--- src/rtl/l1_depth_pkg.sv ---
package l1_depth_pkg;
  typedef enum logic [1:0] {
    L1_OFF  = 2'd0,
    L1_ON   = 2'd1,
    L1_HOLD = 2'd2
  } l1_st_e;
endpackage

--- src/rtl/l1_depth_decide.sv ---
module l1_depth_decide #(
  parameter int HIRD_W = 4,
  localparam int THR_W = HIRD_W + 1
) (
  input  logic [HIRD_W-1:0] hird_i,
  input  logic [THR_W-1:0]  thresh_i,
  input  logic              ss_mode_i,
  input  logic              keep_conn_i,
  input  logic              l1_hib_en_i,
  output logic              go_deep_o,
  output logic              want_hib_o
);
  logic [THR_W-1:0] thr_eff;

  // threshold has no meaning in SuperSpeed: force it to zero
  assign thr_eff    = ss_mode_i ? '0 : thresh_i;
  assign go_deep_o  = thr_eff[THR_W-1] && (hird_i >= thr_eff[HIRD_W-1:0]);
  assign want_hib_o = keep_conn_i && l1_hib_en_i && (hird_i > thr_eff[HIRD_W-1:0]);
endmodule

--- src/rtl/l1_depth_fsm.sv ---
module l1_depth_fsm
  import l1_depth_pkg::*;
(
  input  logic clk_i,
  input  logic rst_ni,
  input  logic enter_i,
  input  logic exit_i,
  input  logic recov_i,
  input  logic go_deep_i,
  input  logic want_hib_i,
  output logic in_l1_o,
  output logic deep_o,
  output logic hib_o
);
  l1_st_e st_q, st_d;
  logic   deep_q, deep_d;
  logic   hib_q, hib_d;

  always_comb begin
    st_d   = st_q;
    deep_d = deep_q;
    hib_d  = 1'b0;
    unique case (st_q)
      L1_OFF: if (enter_i) begin
        st_d   = want_hib_i ? L1_HOLD : L1_ON;
        deep_d = go_deep_i;
        hib_d  = want_hib_i;
      end
      L1_ON:   if (exit_i || recov_i) st_d = L1_OFF;
      L1_HOLD: if (recov_i) st_d = L1_OFF;  // host exit ignored here
      default: st_d = L1_OFF;
    endcase
  end

  always_ff @(posedge clk_i or negedge rst_ni) begin
    if (!rst_ni) begin
      st_q   <= L1_OFF;
      deep_q <= 1'b0;
      hib_q  <= 1'b0;
    end else begin
      st_q   <= st_d;
      deep_q <= deep_d;
      hib_q  <= hib_d;
    end
  end

  assign in_l1_o = (st_q != L1_OFF);
  assign deep_o  = deep_q;
  assign hib_o   = hib_q;
endmodule

--- src/rtl/l1_phy_drive.sv ---
module l1_phy_drive (
  input  logic in_l1_i,
  input  logic deep_i,
  output logic deep_susp_no,
  output logic sleep_no
);
  assign deep_susp_no = ~(in_l1_i & deep_i);
  assign sleep_no     = ~(in_l1_i & ~deep_i);
endmodule

--- src/rtl/l1_depth_ctrl.sv ---
module l1_depth_ctrl #(
  parameter int              HIRD_W     = 4,
  parameter int              LNK_W      = 4,
  parameter logic [LNK_W-1:0] RECOV_CODE = 4'd8,
  localparam int             THR_W      = HIRD_W + 1
) (
  input  logic              clk_i,
  input  logic              rst_ni,
  input  logic [HIRD_W-1:0] hird_i,
  input  logic              l1_enter_i,
  input  logic              l1_exit_i,
  input  logic [THR_W-1:0]  thresh_i,
  input  logic              keep_conn_i,
  input  logic              l1_hib_en_i,
  input  logic              ss_mode_i,
  input  logic              link_req_we_i,
  input  logic [LNK_W-1:0]  link_req_i,
  output logic              in_l1_o,
  output logic              deep_susp_no,
  output logic              sleep_no,
  output logic              hib_req_o
);
  logic go_deep, want_hib, recov, deep_q;

  assign recov = link_req_we_i && (link_req_i == RECOV_CODE);

  l1_depth_decide #(.HIRD_W(HIRD_W)) u_decide (
    .hird_i      (hird_i),
    .thresh_i    (thresh_i),
    .ss_mode_i   (ss_mode_i),
    .keep_conn_i (keep_conn_i),
    .l1_hib_en_i (l1_hib_en_i),
    .go_deep_o   (go_deep),
    .want_hib_o  (want_hib)
  );

  l1_depth_fsm u_fsm (
    .clk_i      (clk_i),
    .rst_ni     (rst_ni),
    .enter_i    (l1_enter_i),
    .exit_i     (l1_exit_i),
    .recov_i    (recov),
    .go_deep_i  (go_deep),
    .want_hib_i (want_hib),
    .in_l1_o    (in_l1_o),
    .deep_o     (deep_q),
    .hib_o      (hib_req_o)
  );

  l1_phy_drive u_drive (
    .in_l1_i      (in_l1_o),
    .deep_i       (deep_q),
    .deep_susp_no (deep_susp_no),
    .sleep_no     (sleep_no)
  );
endmodule

--- config.mk ---
export PLATFORM = sky130hd
export DESIGN_NAME = l1_depth_ctrl
export DESIGN_NICKNAME = d
export VERILOG_FILES = /design/src/rtl/l1_depth_pkg.sv /design/src/rtl/l1_depth_decide.sv /design/src/rtl/l1_depth_fsm.sv /design/src/rtl/l1_phy_drive.sv /design/src/rtl/l1_depth_ctrl.sv
export SDC_FILE = /design/constraint.sdc
export NUM_CORES = 1
export LEC_CHECK = 0
export ABC_AREA = 1
export BUFFER_PORTS_ARGS = -buffer_cell sky130_fd_sc_hd__clkbuf_2
export CAP_MARGIN = 20
export CORE_AREA = 2 2 39 41
export CTS_BUF_LIST = sky130_fd_sc_hd__clkbuf_4 sky130_fd_sc_hd__clkbuf_8 sky130_fd_sc_hd__clkbuf_16
export DETAILED_ROUTE_END_ITERATION = 10
export DIE_AREA = 0 0 41 43
export GPL_TIMING_DRIVEN = 0
export HOLD_SLACK_MARGIN = 0.12
export MAX_ROUTING_LAYER = met4
export PLACE_DENSITY = 0.57
export SLEW_MARGIN = 0
export SYNTH_ARGS = -nofsm -noshare
export SYNTH_HDL_FRONTEND = slang
export SYNTH_SLANG_ARGS = --single-unit
--- constraint.sdc ---
create_clock -name clk_i -period 1.16 [get_ports clk_i]
set_input_delay 0.116 -clock clk_i [delete_from_list [all_inputs] [get_ports clk_i]]
set_output_delay 0.116 -clock clk_i [all_outputs]
set_load 0.1 [all_outputs]
Word level (Yosys, flattened, before mapping). Cells that the tools add are included.

Flip-flop bits (word level): 4. Input port bits: 21. Output and inout port bits: 4. Word-level logic and storage cells: 33.

$lt $le $gt $ge: 2. Equal/unequal tests: 6. Muxes and demuxes: 8. Bitwise gates (word level): 5. Reduce and logical (&&, ||, !) cells: 9.

Operators by type and width (count): $mux W2 (4); $pmux W2 S3 (1); $mux W5 (1); $eq A4 B4 Y1 const B (1); $ge A4 B4 Y1 (1); $gt A4 B4 Y1 (1); $logic_and A1 B1 Y1 (4); $ne A2 B1 Y1 const B (2); $not A1 Y1 (3); $reduce_and A3 Y1 (1); $and A1 B1 Y1 (2); $eq A2 B1 Y1 const B (1); $eq A2 B2 Y1 const B (1); $logic_not A2 Y1 (1); $mux W1 (2); $ne A2 B2 Y1 const B (1); $reduce_and A2 Y1 (1); $reduce_bool A2 Y1 (1); $logic_or A1 B1 Y1 (1).

Longest topological paths before layout.
Word-level depth: 6. Mapped depth: 11. Mapped depth without buffers: 11.

Hierarchy. Synthesis repeated with hierarchy kept, for this count alone.

Cell total of the unflattened synthesis: 57. Area, all modules: 357.8 um2.

Modules (own cells, without submodules): l1_depth_fsm (instances 1, cells each 21, area each 178.9 um2, seq. area each 100.1 um2); l1_depth_decide (instances 1, cells each 27, area each 143.9 um2, seq. area each 0.0 um2); l1_depth_ctrl (instances 1, cells each 6, area each 23.8 um2, seq. area each 0.0 um2); l1_phy_drive (instances 1, cells each 3, area each 11.3 um2, seq. area each 0.0 um2).

Worst setup path after synthesis. OpenSTA, ideal clock, no wires.

Kind: register to output. Start: register u_fsm.st_q[1]. End: output port deep_susp_no. Data arrival time: 1.841 ns. Required time: 1.044 ns. Slack: -0.797 ns. Cell stages (with the launch flop): 4. Path buffers: 0. Path through: dfrtp_1 nor2_2 inv_1 nand2_1.

Cells in the longest elaborated chain, start to end: 3.

RTL lines: start, declared (RTL line l1_depth_fsm.sv:15) `l1_st_e st_q, st_d;`; start signal, assigned (RTL line l1_depth_fsm.sv:41) `st_q <= st_d;`; $reduce_bool A2 Y1 (RTL line l1_depth_fsm.sv:47) `assign in_l1_o = (st_q != L1_OFF);`; named net in_l1_o (RTL line l1_depth_ctrl.sv:18) `output logic in_l1_o,`; $and A1 B1 Y1 (RTL line l1_phy_drive.sv:7) `assign deep_susp_no = ~(in_l1_i & deep_i);`; $not A1 Y1 (RTL line l1_phy_drive.sv:7); end, declared (RTL line l1_depth_ctrl.sv:19) `output logic deep_susp_no,`.

The timed path passes the listed nets, and every way through them passes these cells.

Final worst setup path.
Start: register u_fsm.st_q[0]. End: output port sleep_no.

Cells in the longest elaborated chain, start to end: 3.

RTL lines: $reduce_bool A2 Y1 (RTL line l1_depth_fsm.sv:47); $and A1 B1 Y1 (RTL line l1_phy_drive.sv:8) `assign sleep_no = ~(in_l1_i & ~deep_i);`; $not A1 Y1 (RTL line l1_phy_drive.sv:8); end, declared (RTL line l1_depth_ctrl.sv:20) `output logic sleep_no,`.

Every way passes these cells.

==> impl_metrics.toml <==
[sta]
fin_setup_tns_ps = -599.8
relSlewSlack_pct = 64.29
min_period_over_period_pct = 117.2
fmaxAchievable_mhz = 735.7
finalSetupViolations = 4
fin_ws_ps = -199.2
fin_crit_ps = 1359
rsz0062_at_grt = "yes"
maxSlewViolCount = 0
worst_clock_skew_ps = 3.010
tightest_slew_ps = 537.9
hold_viol = 0

[logic_synthesis]
yosys.area.top_type_share_pct = 29.09
synth-edff-count = 0
syn_area_um2 = 344.1
seq_area_frac_synth_pct = 29.09
ys_top_cells_by_count = "nand2_1, inv_1, nor2_1, dfrtp_1, ha_1"
ys_types = 13
yosys.area.top_type = "dfrtp_1"
synth_nets = 77
synth-main-ff-cell = "dfrtp_1"
synth.area.top_cells = "dfrtp_1, nand2_1, ha_1"
post_synth_inst_count = 52
yosysMostFrequentCell = "nand2_1"
ys_ff_latch = 4
yosys_warnings = 0
synthArstFlopShare_pct = 100.0
synth.avg_cell_area_um2 = 6.617

[global_routing]
antenna_found_initial = 0
use_met3_pct = 1.571
track_usage_pct = 11.66
grtUsageMet1_pct = 12.34
use_met2_pct = 18.75
grt_pass1_wl_um = 1359
grt_pass1_vias = 387
grt_max_degree = 5
grt.busiest_layer = "met2"
grt-ovfl-total = 0

[setup_path]
worstRegToRegCells = 6
path_max_fanout = 3
worstSetupStartpointType = "flop"
end_kind = "primary output"
cp_data_required_time_ps = 1040
ff2ff_setup_slack_ps = -100
worstReg2RegStart = "u_fsm.st_q[1]"
critPathKind = "flop to primary output"
crit_chain = "nor2_4, buf_4, or2_4, clkbuf_16"
slowest_stage = "dfrtp_1"
critical_path_buf_inv_count = 2
crit_family = "flip-flops"
critPathMaxStageDelay_ps = 400
worstPathArrival_ps = 1240
r2r-end = "u_fsm.st_q[0]"

[worst_hold_path]
hold_depth = 4
min_delay_worst_endpoint = "u_fsm.st_q[0]"
hold_start = "l1_exit_i"
min_path_type = "input port to flop"

[floorplan]
core_um2 = 1384
fp-row-count = 14
ioPinCount = 25
die_w_um = 41
dieArea_um2 = 1763
start_util_pct = 24.86
die_height_um = 43

[clocking]
clock_sinks = 4
cts_made_buffers = 3
path_clk_slew_ps = 30
cts_root_buffer = "clkbuf_4"
cts_tree = "done"
clockBufferDepth = 2
cts_htree_levels = 1
insertion_delay_ps = 230

[routing]
drc = 0
wl_per_cell_um = 8.324
vias = 422
vias_per_cell = 4.137
drt-pass1-iter-count = 1
routed_wl_um = 849
drt_iter0_drc = 0
postRouteAntennaNets = 0

[final_layout]
fill_cells = 151
drive_gt1_share_pct = 47.67
fin_area_um2 = 640.6
utilization_pct = 46.29
areaGrowthSynthToFinish_pct = 86.18
antennaDiodeCount = 0
nNetsFinal = 113

[outcome]
status = "complete, but fails checks"
violations = "negative setup slack"

[power_and_ir_drop]
p_leak_nw = 0.3835
irDropWorstVdd_uv = 615.1
finalPower_mw = 1.222
powerDensity_nw_per_um2 = 1908

[placement]
pre_cts_slack_ps = -236.1
gp_congestion = 0.6466
place_area_um2 = 509.2
hpwl_um = 629.1
numPortBuffers = 24

[job]
cap_violations = 0
worst max-delay path by stage:
stage | start | slack [ps] | end | cells after the start
floorplan | u_fsm.st_q[0] | -370 | deep_susp_no | 3
global placement | u_fsm.st_q[0] | -210 | deep_susp_no | 4
detailed placement | u_fsm.st_q[0] | -240 | deep_susp_no | 4
CTS | u_fsm.st_q[1] | -190 | sleep_no | 4
global route | u_fsm.st_q[0] | -240 | sleep_no | 4
finish | u_fsm.st_q[0] | -200 | sleep_no | 4
timing repair:
| action | in CTS | in global routing |
|---|---|---|
| cloned | 0 | 0 |
| pin swaps | 2 | 0 |
| hold buffers | 1 | 0 |
| resized for setup | 10 | 1 |
| endpoints found under the hold margin | 4 | 0 |
| endpoints found under the setup margin | 3 | 5 |
| setup buffers | 5 | 1 |
cell usage in the layout, fill, tap and decap left out:
| cell | synthesis | final |
|---|---|---|
| nand2_8 | 0 | 1 |
| nand3_2 | 1 | 1 |
| nand2_2 | 1 | 1 |
| dlygate4sd3_1 | 0 | 1 |
| clkbuf_2 | 0 | 21 |
| clkinv_2 | 1 | 1 |
| buf_8 | 0 | 1 |
| clkbuf_4 | 0 | 3 |
| or2_4 | 0 | 1 |
| nand3b_1 | 2 | 2 |
| dfrtp_2 | 0 | 1 |
| buf_4 | 0 | 6 |
| ha_1 | 4 | 4 |
| dfrtp_1 | 4 | 3 |
| nor2_4 | 0 | 1 |
| inv_1 | 9 | 8 |
| clkbuf_16 | 0 | 2 |
| clkinvlp_4 | 0 | 1 |
| a21oi_1 | 1 | 1 |
| nand2_1 | 19 | 18 |
| nand4_1 | 2 | 2 |
| nor2_1 | 6 | 6 |
flip-flops by register name (all words and copies together), names as in the netlist:
signal,flops
u_fsm.hib_o,1
u_fsm.st_q,2
u_fsm.deep_o,1
layout make-up:
class	count	area (um^2)	share of cell area, %
clock buffer	3	22.52	3.516
inverter	10	42.54	6.641
sequential	4	101.3	15.82
tap	16	20.02	3.125
multi-input combinational	38	229.0	35.74
timing repair buffer	31	225.2	35.16
metal layers:
layer  vias up  share of wire [%]
li1        228                  -
met1       176                 37
met2        18                 55
met3         0                8.7
met4         0                  0
met5         -                  0
kinds of logic (layout without fill, tap and decap cells):
kind of cell / count (synthesis) / after routing / share of synthesized area (%)
buf+inv: 10 / 44 / 11.27
flops: 4 / 4 / 29.09
fa+ha+maj: 4 / 4 / 14.55
compound gates: 1 / 1 / 1.453
simple gates: 33 / 33 / 43.64
stage by stage:
stage | instances | hold WS [ps]
2_1_floorplan | 52 | -179.6
3_3_place_gp | 92 | -72.60
3_5_place_dp | 92 | -71.16
4_1_cts | 101 | 153.2
5_1_grt | 102 | 175.7
6_report | 102 | 168.2
worst register-to-register path, delay by kind of cell (launching register included):
kind	cells	cell delay, ps
flops	1	400
simple gates	3	280
buf+inv	3	460
where the power goes:
group	total [mW]	switching (mW)	internal [mW]
Combinational	0.859	0.504	0.355
Sequential	0.200	0.0284	0.172
Clock	0.163	0.0480	0.115
Total	1.22	0.581	0.642
Note: power is estimated with default switching activity, not from simulation.
